### config.mk
export PLATFORM = sky130hd
export DESIGN_NAME = lsm_seq_top
export DESIGN_NICKNAME = d
export VERILOG_FILES = /design/src/rtl/lsm_pkg.sv /design/src/rtl/lsm_order.sv /design/src/rtl/lsm_addr.sv /design/src/rtl/lsm_bank_map.sv /design/src/rtl/lsm_seq_top.sv
export SDC_FILE = /design/constraint.sdc
export NUM_CORES = 1
export LEC_CHECK = 0
export CORE_MARGIN = 3
export CORE_UTILIZATION = 59
export CTS_BUF_LIST = sky130_fd_sc_hd__clkbuf_16
export DETAILED_ROUTE_END_ITERATION = 12
export DONT_BUFFER_PORTS = 1
export PLACE_DENSITY = 0.8
export SLEW_MARGIN = 20
export SYNTH_ARGS = -nofsm -noshare
export SYNTH_HDL_FRONTEND = slang
export SYNTH_HIERARCHICAL = 1
export SYNTH_SLANG_ARGS = --single-unit
### constraint.sdc
create_clock -name clk -period 4 [get_ports clk]
set_clock_uncertainty 0.1 [all_clocks]
set_input_delay 0 -clock clk [delete_from_list [all_inputs] [get_ports clk]]
set_output_delay 0 -clock clk [all_outputs]
set_load 0.02 [all_outputs]
### src/rtl/lsm_pkg.sv
package lsm_pkg;

    typedef enum logic [1:0] {
        ST_IDLE   = 2'd0,
        ST_XFER   = 2'd1,
        ST_FINISH = 2'd2
    } lsm_state_e;

    localparam logic [2:0] MODE_USER = 3'd0;
    localparam logic [2:0] MODE_FIQ  = 3'd1;
    localparam logic [2:0] MODE_IRQ  = 3'd2;
    localparam logic [2:0] MODE_SVC  = 3'd3;
    localparam logic [2:0] MODE_ABT  = 3'd4;
    localparam logic [2:0] MODE_UND  = 3'd5;
    localparam logic [2:0] MODE_SYS  = 3'd6;

    typedef struct packed {
        logic       pre;
        logic       up;
        logic       sbit;
        logic       wback;
        logic       load;
        logic [3:0] base_idx;
    } lsm_ctrl_t;

    function automatic logic mode_is_exc(input logic [2:0] m);
        return (m >= MODE_FIQ) && (m <= MODE_UND);
    endfunction

endpackage

### src/rtl/lsm_order.sv
module lsm_order #(
    parameter int REG_CNT = 16,
    localparam int IDX_W = $clog2(REG_CNT)
) (
    input  logic [REG_CNT-1:0] mask,
    input  logic               ascend,
    output logic [IDX_W-1:0]   idx
);
    logic [IDX_W-1:0] lo_idx;
    logic [IDX_W-1:0] hi_idx;

    // lowest set bit: scan downward so the last hit is the smallest
    always_comb begin
        lo_idx = '0;
        for (int i = REG_CNT - 1; i >= 0; i--) begin
            if (mask[i]) lo_idx = IDX_W'(i);
        end
    end

    // highest set bit: scan upward so the last hit is the largest
    always_comb begin
        hi_idx = '0;
        for (int i = 0; i < REG_CNT; i++) begin
            if (mask[i]) hi_idx = IDX_W'(i);
        end
    end

    assign idx = ascend ? lo_idx : hi_idx;

endmodule

### src/rtl/lsm_addr.sv
module lsm_addr #(
    parameter int DATA_W     = 32,
    parameter int WORD_BYTES = 4
) (
    input  logic [DATA_W-1:0] ptr,
    input  logic              pre,
    input  logic              up,
    output logic [DATA_W-1:0] addr_use,
    output logic [DATA_W-1:0] ptr_next
);
    localparam logic [DATA_W-1:0] STEP = DATA_W'(WORD_BYTES);

    always_comb begin
        ptr_next = up ? (ptr + STEP) : (ptr - STEP);
        addr_use = pre ? ptr_next : ptr;
    end

endmodule

### src/rtl/lsm_bank_map.sv
module lsm_bank_map #(
    parameter int REG_CNT   = 16,
    parameter int FIQ_LO    = 8,
    parameter int FIQ_HI    = 12,
    parameter int SHADOW_LO = 13,
    parameter int SHADOW_HI = 14,
    localparam int IDX_W = $clog2(REG_CNT)
) (
    input  logic [IDX_W-1:0] idx,
    input  logic [2:0]       mode,
    input  logic             user_view,
    output logic             user_sel
);
    import lsm_pkg::*;

    localparam logic [IDX_W-1:0] F_LO = IDX_W'(FIQ_LO);
    localparam logic [IDX_W-1:0] F_HI = IDX_W'(FIQ_HI);
    localparam logic [IDX_W-1:0] S_LO = IDX_W'(SHADOW_LO);
    localparam logic [IDX_W-1:0] S_HI = IDX_W'(SHADOW_HI);

    logic in_shadow;
    logic in_fiq;

    always_comb begin
        in_shadow = (idx >= S_LO) && (idx <= S_HI);
        in_fiq    = (idx >= F_LO) && (idx <= F_HI);
        user_sel  = user_view &&
                    ((mode_is_exc(mode) && in_shadow) ||
                     ((mode == MODE_FIQ) && in_fiq));
    end

endmodule

### src/rtl/lsm_seq_top.sv
module lsm_seq_top #(
    parameter int DATA_W     = 32,
    parameter int REG_CNT    = 16,
    parameter int WORD_BYTES = 4,
    localparam int IDX_W     = $clog2(REG_CNT),
    localparam int INSTR_W   = REG_CNT + IDX_W + 5
) (
    input  logic               clk,
    input  logic               rst_n,
    input  logic               start,
    input  logic [INSTR_W-1:0] instr_lo,
    input  logic [DATA_W-1:0]  base_val,
    input  logic [2:0]         cpu_mode,
    output logic               busy,
    output logic               done,
    output logic               mem_req,
    output logic               mem_we,
    output logic [DATA_W-1:0]  mem_addr,
    output logic [DATA_W-1:0]  mem_wdata,
    input  logic               mem_ack,
    input  logic [DATA_W-1:0]  mem_rdata,
    output logic [IDX_W-1:0]   rf_rd_idx,
    output logic               rf_rd_user,
    input  logic [DATA_W-1:0]  rf_rd_data,
    output logic               rf_wr_en,
    output logic [IDX_W-1:0]   rf_wr_idx,
    output logic               rf_wr_user,
    output logic [DATA_W-1:0]  rf_wr_data,
    output logic               wb_en,
    output logic [IDX_W-1:0]   wb_idx,
    output logic [DATA_W-1:0]  wb_data,
    output logic               psr_restore
);
    import lsm_pkg::*;

    // instruction field positions
    localparam int POS_BASE = REG_CNT;
    localparam int POS_LOAD = REG_CNT + IDX_W;
    localparam int POS_WB   = POS_LOAD + 1;
    localparam int POS_S    = POS_LOAD + 2;
    localparam int POS_UP   = POS_LOAD + 3;
    localparam int POS_PRE  = POS_LOAD + 4;
    localparam int PC_IDX   = REG_CNT - 1;

    lsm_state_e         state_q, state_d;
    lsm_ctrl_t          ctrl_q;
    logic [REG_CNT-1:0] remain_q, remain_nxt;
    logic [DATA_W-1:0]  ptr_q;
    logic [2:0]         mode_q;
    logic               restore_q;
    logic               user_view_q;

    logic [IDX_W-1:0]   cur_idx;
    logic [DATA_W-1:0]  addr_use;
    logic [DATA_W-1:0]  ptr_next;
    logic               cur_user;
    logic               accept;
    logic               list_empty;
    logic               last_ack;

    lsm_order #(.REG_CNT(REG_CNT)) u_order (
        .mask   (remain_q),
        .ascend (ctrl_q.up),
        .idx    (cur_idx)
    );

    lsm_addr #(.DATA_W(DATA_W), .WORD_BYTES(WORD_BYTES)) u_addr (
        .ptr      (ptr_q),
        .pre      (ctrl_q.pre),
        .up       (ctrl_q.up),
        .addr_use (addr_use),
        .ptr_next (ptr_next)
    );

    lsm_bank_map #(.REG_CNT(REG_CNT)) u_bank (
        .idx       (cur_idx),
        .mode      (mode_q),
        .user_view (user_view_q),
        .user_sel  (cur_user)
    );

    always_comb begin
        remain_nxt          = remain_q;
        remain_nxt[cur_idx] = 1'b0;
    end

    assign accept     = start && (state_q == ST_IDLE);
    assign list_empty = (instr_lo[REG_CNT-1:0] == '0);
    assign last_ack   = mem_ack && (remain_nxt == '0);

    // next-state logic
    always_comb begin
        state_d = state_q;
        unique case (state_q)
            ST_IDLE: begin
                if (accept) state_d = list_empty ? ST_FINISH : ST_XFER;
            end
            ST_XFER: begin
                if (last_ack) state_d = ST_FINISH;
            end
            ST_FINISH: state_d = ST_IDLE;
            default:   state_d = ST_IDLE;
        endcase
    end

    // state register and captured context
    always_ff @(posedge clk or negedge rst_n) begin
        if (!rst_n) begin
            state_q     <= ST_IDLE;
            ctrl_q      <= '0;
            remain_q    <= '0;
            ptr_q       <= '0;
            mode_q      <= MODE_USER;
            restore_q   <= 1'b0;
            user_view_q <= 1'b0;
        end else begin
            state_q <= state_d;
            if (accept) begin
                ctrl_q.pre      <= instr_lo[POS_PRE];
                ctrl_q.up       <= instr_lo[POS_UP];
                ctrl_q.sbit     <= instr_lo[POS_S];
                ctrl_q.wback    <= instr_lo[POS_WB];
                ctrl_q.load     <= instr_lo[POS_LOAD];
                ctrl_q.base_idx <= instr_lo[POS_BASE +: IDX_W];
                remain_q        <= instr_lo[REG_CNT-1:0];
                ptr_q           <= base_val;
                mode_q          <= cpu_mode;
                restore_q       <= instr_lo[POS_S] && instr_lo[POS_LOAD] &&
                                   instr_lo[PC_IDX];
                user_view_q     <= instr_lo[POS_S] &&
                                   !(instr_lo[POS_LOAD] && instr_lo[PC_IDX]);
            end else if ((state_q == ST_XFER) && mem_ack) begin
                remain_q <= remain_nxt;
                ptr_q    <= ptr_next;
            end
        end
    end

    // outputs
    always_comb begin
        busy        = 1'b0;
        done        = 1'b0;
        mem_req     = 1'b0;
        mem_we      = 1'b0;
        mem_addr    = '0;
        mem_wdata   = '0;
        rf_rd_idx   = '0;
        rf_rd_user  = 1'b0;
        rf_wr_en    = 1'b0;
        rf_wr_idx   = '0;
        rf_wr_user  = 1'b0;
        rf_wr_data  = '0;
        wb_en       = 1'b0;
        wb_idx      = '0;
        wb_data     = '0;
        psr_restore = 1'b0;
        unique case (state_q)
            ST_IDLE: ;
            ST_XFER: begin
                busy       = 1'b1;
                mem_req    = 1'b1;
                mem_we     = !ctrl_q.load;
                mem_addr   = addr_use;
                rf_rd_idx  = cur_idx;
                rf_rd_user = cur_user;
                mem_wdata  = ctrl_q.load ? '0 : rf_rd_data;
                rf_wr_en   = ctrl_q.load && mem_ack;
                rf_wr_idx  = cur_idx;
                rf_wr_user = cur_user;
                rf_wr_data = mem_rdata;
            end
            ST_FINISH: begin
                busy        = 1'b1;
                done        = 1'b1;
                wb_en       = ctrl_q.wback;
                wb_idx      = ctrl_q.base_idx;
                wb_data     = ptr_q;
                psr_restore = restore_q;
            end
            default: ;
        endcase
    end

endmodule

Word-level counts from Yosys, hierarchy flattened
Index checks and enable logic that the tools add are counted.

Register bits after elaboration: 63. Latch bits: 0. Memory bits (writable): 0. Memory bits (read-only): 0. Input port bits: 128. Output and inout bits: 149. Logic and storage cells: 111. Memories kept: 0.

$add $sub $neg: 2. Multipliers: 0. Divide/modulo/power cells: 0. Order comparisons: 8. Equality and inequality tests: 5. Shift-type cells: 0. Multiplexer cells: 59. Bitwise operators: 2. Reduce and logical (&&, ||, !) cells: 24.

Operators by type and width (count): $mux 32 (9); $mux 4 (27); $add 32x3->32 const B (1); $logic_not 16->1 (2); $mux 16 (2); $sub 32x3->32 const B (1); $and 16x16->16 (1); $not 16->16 (1); $logic_and 1x1->1 (15); $mux 3 (4); $mux 1 (10); $mux 2 (5); $ge 4x4->1 const B (2); $le 4x4->1 const B (2); $lt 4x5->1 const B (1); $demux 1 s4 (1); $ge 4x1->1 const B (1); $ne 2x2->1 const B (2); $pmux 2 s2 (1); $eq 3x1->1 const B (1); $ge 3x1->1 const B (1); $le 3x3->1 const B (1); $eq 2x1->1 const B (1); $eq 2x2->1 const B (1); 6 further kinds (7).

Depth between registers and ports, before layout
Gate-level depths: netlist of run 1.

Word-level depth: 27. Mapped depth: 12. Mapped depth without buffers: 11.

Hierarchy
The synthesis of run 1 kept the hierarchy.

By module, submodules not included: lsm_seq_top (times used 1, cells each 501, area each 4092.7 um2, seq. area each 1576.5 um2); lsm_addr (times used 1, cells each 308, area each 2134.5 um2, seq. area each 0.0 um2); lsm_order (times used 1, cells each 48, area each 276.5 um2, seq. area each 0.0 um2); lsm_bank_map (times used 1, cells each 7, area each 36.3 um2, seq. area each 0.0 um2).

Worst setup path before layout of run 1
Ideal clock, no wire load.

Path kind: register -> output. Start point: reg ctrl_q[7] (netlist name). End point: out mem_addr[18]. Data arrival time: 3070 ps. Data required time: 3900 ps. Path slack: 830 ps. Cell stages (with the launch flop): 11. Cells stage by stage: dfrtp_1 inv_1 ha_1 and2_1 and2_4 a221o_1 or2_4 a41oi_2 xnor2_1 mux2_4 and2_1.

Longest elaborated chain between the ends: 3.

Ends and longest elaborated chain: $mux 32 (line lsm_addr.sv:14) `ptr_next = up ? (ptr + STEP) : (ptr - STEP);`; via ptr_next[18] (line lsm_seq_top.sv:55) `logic [DATA_W-1:0] ptr_next;`; $mux 32 (line lsm_addr.sv:15) `addr_use = pre ? ptr_next : ptr;`; via addr_use[18] (line lsm_seq_top.sv:54) `logic [DATA_W-1:0] addr_use;`; $mux 32 (line lsm_seq_top.sv:157) `unique case (state_q)`; end: declaration (line lsm_seq_top.sv:18) `output logic [DATA_W-1:0] mem_addr,`.

The timed path passes the listed nets, and every way through them passes these cells.

Final worst setup path of run 1
Start point: reg ctrl_q[7] (netlist name). End point: out mem_addr[26].

Longest elaborated chain between the ends: 3.

Ends and longest elaborated chain (line): $mux 32 (lsm_addr.sv:14); via ptr_next[26] (lsm_seq_top.sv:55); $mux 32 (lsm_addr.sv:15); via addr_use[26] (lsm_seq_top.sv:54); $mux 32 (lsm_seq_top.sv:157).

The timed path passes the listed nets, and every way through them passes these cells.

==> implementation parameters, run 1 <==
Parameter                              Value

Global routing
  Global-route usage over all layers    35.8%
  Wire length of the first global-routing pass    35,800 um
  Antenna violations before repair    3
  Number of global-route vias before repair    6,710
  Gr ovfl total    0
  Maximum number of pins on one net before global-route repair    109

Final layout
  Area growth from synthesis to layout    17.3%
  NumNets Final    1,060
  Share of layout cells above drive strength 1    6.96%
  Post-layout instance count excluding filler cells    1,046

Critical path
  CP Capture Type    output pin
  Setup slack on the worst flop-to-flop path    0.39 ns
  Delay of the slowest cell on the worst path    0.64 ns
  Cell family with most CP delay    compound AO/OA/AOI/OAI gates
  Data arrival time of the critical path    3.71 ns
  Worst-path maximum fanout    24
  Slowest cell on crit path    inv_1
  Critical path class    reg2out
  Reg-to-reg critical path startpoint    ctrl_q[7]$_DFFE_PN0P_
  Critical path cell sequence    inv_1 -> ha_1 -> a21oi_2 -> o21ai_0 -> a221o_1 -> o21ai_1 -> a31oi_1 -> xor2_1 -> mux2_2 -> and2_1
  Number of buffer and inverter instances along the worst setup path    1
  Nature of the critical path startpoint    register
  Worst Setup SP    ctrl_q[7]$_DFFE_PN0P_
  Required time of the critical path    3.90 ns

Clocking
  Clock Latency Late Sink    0.35 ns
  Total clock sinks    63
  Number of levels in the clock H-tree    3
  TritonCTS buffer count    9
  Clock-pin transition on the worst setup and hold timing paths    0.05 ns
  Cell at the root of the clock tree    clkbuf_16
  Post-CTS setup-driven buffer insertion count    0
  Maximum number of buffers from clock root to sink    2
  Clock tree from TritonCTS    built

Placed design
  Number of cells in the design after placement    953
  Routability congestion estimate from global placement    0.904
  Detailed placement HPWL    15,200 um
  Number of buffers added on ports    0

Route
  Count of TritonRoute iterations in the first routing pass    6
  Detailed-route vias per instance    6.49
  Via count of the routed design    6,791
  Routed length per instance    21.5 um
  Starting DRC count in detailed routing    618
  Antenna Nets Post-Route    0
  Remaining design rule violation count    0
  Overall routed net length    22,500 um

Logic synthesis
  Number of cells produced by synthesis    864
  Sequential fraction of the synthesis area    24.1%
  Count of unique library cells instantiated by Yosys    72
  Number of flops mapped to enable cells by yosys    0
  Yosys top cell area share    24.1%
  Number of nets in the synthesized netlist    1,024
  Multiplexer fraction of the synthesized cell area    9.05%
  Syn avg cell area    7.57 um2
  Share of flip-flops with an asynchronous set or reset    100%
  Combined area of all synthesized cells    0.00654 mm2
  Most used flip-flop cell after synthesis    dfrtp_1
  Yosys warning count    6
  Largest area contributor in the synthesized netlist    dfrtp_1
  Number of synthesized register bits    63
  Synth Area in Simple Gates    32.2%
  Main combinational cell family by area after synthesis    simple AND/OR/NAND/NOR gates
  Compound-gate portion of the synthesized area    19.7%
  Cell types with the largest area share after synthesis    dfrtp_1, and2_1, nand2_1, o21ai_0, ha_1
  Post-synthesis share of cell area spent on full adders, half adders and majority gates    6.24%
  Post-Synth XOR/XNOR Area    3.56%

Die
  Die area    0.0124 mm2
  Effective utilization at floorplan    62.0%
  Number of top-level pins    277
  Die extent in y    111 um
  Core area    0.0106 mm2
  Std cell rows    37
  Die extent in x    111 um

STA
  Final total negative setup slack    0 ns
  Clock period minus worst slack    3.81 ns
  Actual slew at the worst max-slew pin    1.03 ns
  Number of max-slew violations in the final report    0
  Tightest slew margin relative to the limit    31.6%
  Ratio of final minimum period to clock period    95.4%
  Worst slack on hold paths    0.0341 ns
  Final number of hold-violating endpoints    0
  Number of setup violations in the final report    0
  RSZ-0062 raised after global routing    false
  Maximum frequency from static timing analysis    0.262 GHz

Pwr
  Cell internal power dissipation    0.00407 W
  Share of total power in sequential cells    15.6%
  Switching Fraction    54.2%
  Power density over the cells    1160 mW/mm2
  Leakage component of the power    3.43 nW
  Fraction of power consumed by the clock network    11.3%
  Worst VDD drop    627 uV
  Combinational fraction of design power    73.1%
  Switching pwr    0.00482 W

Hold path
  Worst hold path startpoint    instr_lo[15]
  Class of the tightest hold or removal check    in2reg

Job
  Max-cap check violation count    0

Outcome
  Status    finished, final reports clean
==> worst reg2reg max path, delay by kind of cell (launching register included) <==
kind | cells | cell delay (ns)
compound gates | 6 | 1.61
xor+xnor | 1 | 0.19
fa+ha+maj | 1 | 0.47
buf+inv | 1 | 0.64
flops | 1 | 0.37
mux | 1 | 0.09
==> synth_stat cells (5+ instances only) <==
cell type,instances
or3_1,8
and2_1,145
nand2_1,126
xnor2_1,12
o31ai_1,8
mux2i_1,34
a21o_1,7
nand4_1,9
nor2_1,47
o21ai_1,7
o21ai_0,82
buf_4,9
ha_1,31
inv_1,20
nand2b_1,7
a21oi_1,40
xor2_1,12
a31oi_1,10
dfrtp_1,63
mux2_2,21
buf_2,11
nor3b_1,5
nor4_1,8
nand3_1,16
o21a_1,6
and3_1,8
nor2b_1,6
clkbuf_1,37
==> per-layer routing <==
metal  wire length (um)  part of all wire (%)  up-vias  GRT usage, %
met1               8740                    39     3164          43.1
met5                  0                     0        -             0
li1                   -                     -     3098             -
met2              10800                    48      418          59.3
met3               1920                   8.6      111          9.72
met4               1040                   4.6        0          16.8
==> state kept, by name, summed over array words and instances, names as in the netlist <==
signal       cells
restore_q        1
remain_q        16
ptr_q           32
ctrl_q           8
user_view_q      1
state_q          2
mode_q           3
==> worst paths after layout <==
check                                               to  cells past startpoint
max in group asynchronous        ptr_q[17]$_DFFE_PN0P_                      2
worst max register to register   ptr_q[30]$_DFFE_PN0P_                     10
worst min register to register   ctrl_q[3]$_DFFE_PN0P_                      2
min in group asynchronous        ctrl_q[0]$_DFFE_PN0P_                      2
worst min-delay path            state_q[0]$_DFFE_PN0P_                      4
worst max-delay path                      mem_addr[26]                     10
==> logic make-up after synthesis <==
kind of cell | Yosys count
and+or+nand+nor | 402
AOI/OAI and AO/OA | 208
buffers and inverters | 78
DFF | 63
muxes | 56
adders and majority gates | 32
xor gates and xnor gates | 25
==> cells in the final DEF, fill, tap and decap left out, types with 5 or more instances in the layout <==
cell type      count
xor2_1            12
a21o_1             7
mux2i_1           34
inv_1             20
o21ai_0           82
nand2b_1           7
nor2_1            47
a21oi_1           40
o21ai_1            7
ha_1              30
clkbuf_16          9
diode_2            5
o31ai_1            8
nor4_1             8
nand3_1           16
nor2b_1            6
nand2_1          125
mux2_2            21
and3_1             8
dfrtp_1           63
dlygate4sd3_1     71
buf_4             10
o21a_1             6
and2_1           144
nand4_1            9
or3_1              8
nor3b_1            5
xnor2_1           12
a31oi_1           10
==> power by group through the flow <==
stage	Combinational [W]	Sequential (W)	Clock [W]
2_1_floorplan	0.00506	0.00122	0
3_3_place_gp	0.00598	0.00134	0
3_5_place_dp	0.00613	0.00136	0
4_1_cts	0.00631	0.00135	0.00100
5_1_grt	0.00710	0.00143	0.00105
6_report	0.00650	0.00139	0.00100
==> layout make-up <==
cell class,count,area (um2)
multi-input combinational,723,4650
fill,778,2880
sequential,63,1580
timing repair buffer,82,813
clock buffer,9,225
tap,136,170
clock inverter,7,145
inverter,21,78.8
antenna,5,12.5
==> through the flow <==
stage / utilization [%] / instance area [um2] / power, W / setup WS, ns
after floorplan: - / 6540 / 0.00628 / 0.830
after global placement: 61.9 / 6540 / 0.00733 / 0.686
after detailed placement: 61.9 / 6540 / 0.00749 / 0.607
after CTS: 72.5 / 7650 / 0.00867 / 0.249
after global routing: 72.6 / 7670 / 0.00958 / 0.0623
final: 72.7 / 7670 / 0.00889 / 0.185
==> timing repair <==
| item | CTS | global route |
|---|---|---|
| hold endpoints to repair | 126 | 0 |
| hold buffers | 72 | 0 |
| resized for setup | 0 | 0 |
Note: power is estimated with default switching activity, not from simulation.
==> run 2, diff against run 1 <==
--- a/config.mk
+++ b/config.mk
@@ -5,7 +5,7 @@
 export SDC_FILE = /design/constraint.sdc
 export NUM_CORES = 1
 export LEC_CHECK = 0
-export CORE_MARGIN = 3
+export CORE_MARGIN = 2
 export CORE_UTILIZATION = 59
 export CTS_BUF_LIST = sky130_fd_sc_hd__clkbuf_16
 export DETAILED_ROUTE_END_ITERATION = 12
==> implementation parameters, run 2 (synthesized netlist as in run 1, its figures left out) <==
Parameter                              Value

Outcome
  Status    finished, final reports clean (unchanged)

STA
  Actual slew at the worst max-slew pin    1.10 ns (was 1.03 ns)
  Maximum frequency from static timing analysis    0.271 GHz (was 0.262 GHz)
  RSZ-0062 raised after global routing    false (unchanged)
  Final number of hold-violating endpoints    0 (unchanged)
  Tightest slew margin relative to the limit    26.5% (was 31.6%)
  Ratio of final minimum period to clock period    92.2% (was 95.4%)
  Number of setup violations in the final report    0 (unchanged)
  Number of max-slew violations in the final report    0 (unchanged)
  Fin worst setup slack    0.312 ns (was 0.185 ns)
  Final total negative setup slack    0 ns (unchanged)
  Clock period minus worst slack    3.69 ns (was 3.81 ns)

Die
  Effective utilization at floorplan    60.3% (was 62.0%)
  Std cell rows    38 (was 37)
  Number of top-level pins    277 (unchanged)
  Core area    0.0108 mm2 (was 0.0106 mm2)
  Die area    0.0119 mm2 (was 0.0124 mm2)
  Die extent in y    109 um (was 111 um)
  Die extent in x    109 um (was 111 um)

Route
  Count of TritonRoute iterations in the first routing pass    6 (unchanged)
  Starting DRC count in detailed routing    652 (was 618)
  Remaining design rule violation count    0 (unchanged)
  Detailed-route vias per instance    6.36 (was 6.49)
  Routed length per instance    21.5 um (about the same)
  Via count of the routed design    6,653 (was 6,791)
  Antenna Nets Post-Route    0 (unchanged)
  Overall routed net length    22,500 um (about the same)

Pwr
  Worst VDD drop    622 uV (was 627 uV)
  Leakage component of the power    3.39 nW (was 3.43 nW)
  Power density over the cells    1140 mW/mm2 (was 1160 mW/mm2)

Critical path
  Data arrival time of the critical path    3.59 ns (was 3.71 ns)
  Critical path class    reg2out (unchanged)
  Nature of the critical path startpoint    register (unchanged)
  Delay of the slowest cell on the worst path    0.53 ns (was 0.64 ns)
  Critical path cell sequence    inv_1 -> buf_4 -> ha_1 -> nand2_1 -> o21a_1 -> a21boi_1 -> o311ai_1 -> a31oi_1 -> o211a_1 -> o32a_1 -> and2_1 (was inv_1 -> ha_1 -> a21oi_2 -> o21ai_0 -> a221o_1 -> o21ai_1 -> a31oi_1 -> xor2_1 -> mux2_2 -> and2_1)
  Worst-path maximum fanout    19 (was 24)
  CP Capture Type    output pin (unchanged)
  Slowest cell on crit path    inv_1 (unchanged)
  Setup slack on the worst flop-to-flop path    0.55 ns (was 0.39 ns)
  Required time of the critical path    3.90 ns (about the same)

Global routing
  Gr ovfl total    0 (unchanged)
  Wire length of the first global-routing pass    34,000 um (was 35,800 um)
  Antenna violations before repair    1 (was 3)
  Number of global-route vias before repair    6,298 (was 6,710)
  Met3 routing resource usage after global routing    13.6% (was 9.72%)
  Maximum number of pins on one net before global-route repair    109 (unchanged)
  Met2 track demand over resource in global routing    56.2% (was 59.3%)
  Met1 usage    47.7% (was 43.1%)
  Global route hottest layer    met2 (unchanged)
  Global-route usage over all layers    37.0% (was 35.8%)

Final layout
  Highest-count cells in the layout ignoring fill and taps    and2_1, nand2_1, o21ai_0, dlygate4sd3_1, dfrtp_1 (unchanged)
  NumNets Final    1,060 (unchanged)
  Flip-flop count of the largest register after layout    32 (unchanged)
  Number of inserted filler cells in the final layout    850 (was 778)
  Multi-input combinational cell area    0.00464 mm2 (was 0.00465 mm2)
  Area growth from synthesis to layout    15.5% (was 17.3%)
  Sequential cell area in the final layout    0.00158 mm2 (unchanged)
  Most common cell after layout, fill and taps aside    and2_1 (unchanged)
  Biggest register    ptr_q (unchanged)
  Share of layout cells above drive strength 1    6.85% (was 6.96%)
  Registers with the most flip-flops    ptr_q x32, remain_q x16, ctrl_q x8 (unchanged)

Clocking
  Cell at the root of the clock tree    clkbuf_16 (unchanged)
  Clock Latency Late Sink    0.34 ns (was 0.35 ns)
  Clock-pin transition on the worst setup and hold timing paths    0.06 ns (was 0.05 ns)
  Number of levels in the clock H-tree    3 (unchanged)
  TritonCTS buffer count    9 (unchanged)
  Total clock sinks    63 (unchanged)
  Maximum number of buffers from clock root to sink    2 (unchanged)
  Clock tree from TritonCTS    built (unchanged)

Hold path
  Class of the tightest hold or removal check    in2reg (unchanged)

Placed design
  Number of buffers added on ports    0 (unchanged)
  Routability congestion estimate from global placement    0.947 (was 0.904)
  Worst slack after detailed placement    0.665 ns (was 0.607 ns)
  Detailed placement HPWL    15,800 um (was 15,200 um)

Job
  Max-cap check violation count    0 (unchanged)
[run 2: where the power goes]
| part | internal [W] | switching [W] |
|---|---|---|
| Combinational | 0.00244 | 0.00406 |
| Sequential | 0.000952 | 0.000441 |
| Clock | 0.000414 | 0.000301 |
| Total | 0.00380 | 0.00480 |
[run 2: timing repair]
action,4_1_cts,5_1_grt
gates resized for setup,0,0
endpoints found under the hold margin,126,0
hold buffers,72,0
buffers inserted,0,0
endpoints found under the setup margin,0,0
[run 2: layer usage]
metal | routed length (um) | up-vias
met5 | 57 | -
met4 | 617 | 2
met3 | 2510 | 56
met2 | 10000 | 387
met1 | 9280 | 3115
li1 | - | 3093
[run 2: layout make-up]
cell class | count | area share, %
sequential | 63 | 20.9
antenna | 1 | 0.0331
clock buffer | 9 | 2.98
clock inverter | 7 | 0.547
tap | 140 | 2.32
multi-input combinational | 723 | 61.4
timing repair buffer | 82 | 10.8
inverter | 21 | 1.04
[run 2: final timing paths]
kind / start / end / cells after the start
worst max register to register: remain_q[11]$_DFFE_PN0P_ / remain_q[12]$_DFFE_PN0P_ / 8
worst max-delay path: ctrl_q[7]$_DFFE_PN0P_ / mem_addr[28] / 11
min in group asynchronous: rst_n / ptr_q[24]$_DFFE_PN0P_ / 2
worst min-delay path: instr_lo[7] / state_q[0]$_DFFE_PN0P_ / 4
max in group asynchronous: rst_n / ptr_q[16]$_DFFE_PN0P_ / 2
worst min register to register: ctrl_q[0]$_DFFE_PN0P_ / ctrl_q[0]$_DFFE_PN0P_ / 2
[run 2: worst max-delay path, delay by kind of cell (launching register included)]
family / cells / cell delay, ns
AOI/OAI and AO/OA: 6 / 1.37
and+or+nand+nor: 2 / 0.37
buffers and inverters: 2 / 0.86
adders and majority gates: 1 / 0.28
DFF: 1 / 0.38
[run 2: through the flow]
stage | hold WS, ns | cells | instance area, um2 | power, W | utilization [%]
6_report | 0.0779 | 1046 | 7550 | 0.00860 | 69.7
5_1_grt | 0.0872 | 1046 | 7550 | 0.00928 | 69.7
4_1_cts | 0.0627 | 1045 | 7550 | 0.00844 | 69.6
3_5_place_dp | -0.394 | 957 | 6540 | 0.00755 | 60.4
3_3_place_gp | -0.394 | 957 | 6540 | 0.00740 | 60.4
2_1_floorplan | -0.396 | 864 | 6540 | 0.00628 | -
==> run 3, diff against run 2 <==
--- a/config.mk
+++ b/config.mk
@@ -11,6 +11,7 @@
 export DETAILED_ROUTE_END_ITERATION = 12
 export DONT_BUFFER_PORTS = 1
 export PLACE_DENSITY = 0.8
+export REMOVE_ABC_BUFFERS = 1
 export SLEW_MARGIN = 20
 export SYNTH_ARGS = -nofsm -noshare
 export SYNTH_HDL_FRONTEND = slang
==> constraint.sdc (replaced) <==
create_clock -name clk -period 3.97 [get_ports clk]
set_clock_uncertainty 0.1 [all_clocks]
set_input_delay 0 -clock clk [delete_from_list [all_inputs] [get_ports clk]]
set_output_delay 0 -clock clk [all_outputs]
set_load 0.02 [all_outputs]
==> implementation parameters, run 3 (synthesized netlist as in run 1, its figures left out) <==
Parameter                              Value

Route
  Count of TritonRoute iterations in the first routing pass    5 (was 6)
  Starting DRC count in detailed routing    606 (was 652)
  Overall routed net length    22,500 um (about the same)
  Remaining design rule violation count    0 (unchanged)
  Antenna Nets Post-Route    0 (unchanged)
  Via count of the routed design    6,866 (was 6,653)
  Detailed-route vias per instance    6.56 (was 6.36)
  Routed length per instance    21.5 um (about the same)

Die
  Std cell rows    38 (unchanged)
  Die extent in x    109 um (unchanged)
  Core area    0.0108 mm2 (unchanged)
  Number of top-level pins    277 (unchanged)
  Die extent in y    109 um (unchanged)
  Die area    0.0119 mm2 (unchanged)
  Effective utilization at floorplan    60.3% (unchanged)

Global routing
  Global-route usage over all layers    36.6% (was 37.0%)
  Antenna violations before repair    2 (was 1)
  Gr ovfl total    0 (unchanged)
  Wire length of the first global-routing pass    33,500 um (was 34,000 um)
  Number of global-route vias before repair    6,501 (was 6,298)
  Maximum number of pins on one net before global-route repair    109 (unchanged)

Critical path
  Worst-path maximum fanout    17 (was 19)
  CP Capture Type    output pin (unchanged)
  Critical path cell sequence    inv_1 -> ha_1 -> a21oi_2 -> o21ai_0 -> a221o_1 -> o21ai_1 -> a31oi_1 -> xor2_1 -> mux2_2 -> and2_1 (was inv_1 -> buf_4 -> ha_1 -> nand2_1 -> o21a_1 -> a21boi_1 -> o311ai_1 -> a31oi_1 -> o211a_1 -> o32a_1 -> and2_1)
  Nature of the critical path startpoint    register (unchanged)
  Critical path class    reg2out (unchanged)
  Delay of the slowest cell on the worst path    0.46 ns (was 0.53 ns)
  Data arrival time of the critical path    3.57 ns (was 3.59 ns)
  Required time of the critical path    3.87 ns (was 3.90 ns)
  Slowest cell on crit path    inv_1 (unchanged)

Final layout
  ANT cells    0 (was 1)
  Sequential cell area in the final layout    0.00158 mm2 (unchanged)
  Multi-input combinational cell area    0.00465 mm2 (was 0.00464 mm2)
  Highest-count cells in the layout ignoring fill and taps    and2_1, nand2_1, o21ai_0, dlygate4sd3_1, dfrtp_1 (unchanged)
  Registers with the most flip-flops    ptr_q x32, remain_q x16, ctrl_q x8 (unchanged)
  Biggest register    ptr_q (unchanged)
  Utilization after layout    70.1% (was 69.7%)
  NumNets Final    1,063 (was 1,060)
  Most common cell after layout, fill and taps aside    and2_1 (unchanged)
  Share of layout cells above drive strength 1    6.73% (was 6.85%)
  Area growth from synthesis to layout    16.2% (was 15.5%)
  Flip-flop count of the largest register after layout    32 (unchanged)
  Number of inserted filler cells in the final layout    828 (was 850)

STA
  Maximum frequency from static timing analysis    0.273 GHz
  Final total negative setup slack    0 ns (unchanged)
  Tightest slew margin relative to the limit    31.6% (was 26.5%)
  Actual slew at the worst max-slew pin    1.03 ns (was 1.10 ns)
  Number of setup violations in the final report    0 (unchanged)
  RSZ-0062 raised after global routing    false (unchanged)
  Clock period minus worst slack    3.67 ns
  Final number of hold-violating endpoints    0 (unchanged)
  Number of max-slew violations in the final report    0 (unchanged)
  Ratio of final minimum period to clock period    92.4%

Job
  Max-cap check violation count    0 (unchanged)

Clocking
  Clock-pin transition on the worst setup and hold timing paths    0.06 ns (about the same)
  Post-CTS setup-driven buffer insertion count    0 (unchanged)
  Clock tree from TritonCTS    built (unchanged)
  Total clock sinks    63 (unchanged)
  TritonCTS buffer count    9 (unchanged)
  Cell at the root of the clock tree    clkbuf_16 (unchanged)
  Clock Latency Late Sink    0.35 ns (was 0.34 ns)
  Maximum number of buffers from clock root to sink    2 (unchanged)
  Number of levels in the clock H-tree    3 (unchanged)

Hold path
  Class of the tightest hold or removal check    in2reg (unchanged)

Pwr
  Power density over the cells    1160 mW/mm2 (was 1140 mW/mm2)
  Tot Pwr    0.00878 W (was 0.00860 W)
  Leakage component of the power    3.41 nW (was 3.39 nW)
  Worst VDD drop    605 uV (was 622 uV)

Placed design
  Routability congestion estimate from global placement    0.919 (was 0.947)
  Detailed placement HPWL    15,200 um (was 15,800 um)
  Number of buffers added on ports    0 (unchanged)

Outcome
  Status    finished, final reports clean (unchanged)
[run 3: cell count changes in the layout (fill, tap and decap cells not counted), sizes merged]
cell,previous run,this run
clkinv,7,4
bufinv,0,1
dlygate4sd3,71,73
clkinvlp,0,1
buf,11,12
diode,1,0
[run 3: through the flow]
stage | std cells | hold slack, ns | instance area (um2) | setup slack [ns]
floorplan | 807 | -0.396 | 6280 | 0.00791
global placement | 957 | -0.394 | 6550 | 0.808
detailed placement | 957 | -0.394 | 6550 | 0.720
CTS | 1046 | 0.00444 | 7580 | 0.330
global route | 1047 | 0.0921 | 7600 | 0.0578
finish | 1047 | 0.0271 | 7600 | 0.303
[run 3: what timing repair did]
item,4_1_cts,5_1_grt
resized for setup,0,0
hold buffers,74,0
hold endpoints to repair,126,0
[run 3: layout make-up]
class,count,area share (%)
inverters,21,1.04
repair buffers,85,11.1
flip-flops and latches,63,20.7
clock buffers,9,2.96
well taps,140,2.30
clock inverters,6,0.708
multi-input cells,723,61.1
[run 3: worst paths after layout]
kind	start	to	slack, ns	depth (start not counted)
min reg2reg	ctrl_q[2]$_DFFE_PN0P_	ctrl_q[2]$_DFFE_PN0P_	0.38	2
max reg2reg	remain_q[5]$_DFFE_PN0P_	remain_q[12]$_DFFE_PN0P_	0.59	9
min in group asynchronous	rst_n	ptr_q[16]$_DFFE_PN0P_	0.09	2
max in group asynchronous	rst_n	remain_q[6]$_DFFE_PN0P_	3.38	2
max	ctrl_q[7]$_DFFE_PN0P_	mem_addr[30]	0.30	10
min	mem_ack	remain_q[0]$_DFFE_PN0P_	0.03	4
[run 3: routing by layer]
layer | GRT usage, % | vias to the layer above | share of wire, %
met5 | 0 | - | 0
met4 | 15.8 | 0 | 3.7
met3 | 9.09 | 83 | 9.1
met2 | 58.1 | 406 | 46
met1 | 47.4 | 3282 | 41
li1 | - | 3095 | -
[run 3: worst max-delay path, delay by kind of cell (launching register included)]
family	cells	cell delay, ns
flip-flops	1	0.37
buffers and inverters	1	0.46
multiplexers	1	0.28
XOR/XNOR	1	0.18
AO/OA/AOI/OAI	5	1.26
AND/OR/NAND/NOR	1	0.23
adder cells (fa/ha/maj)	1	0.44
[run 3: power breakdown]
group	internal [W]	switching, W	leakage (nW)
Combinational	0.00249	0.00410	2.49
Clock	0.000474	0.000310	0.138
Sequential	0.000959	0.000448	0.777
Total	0.00392	0.00486	3.41
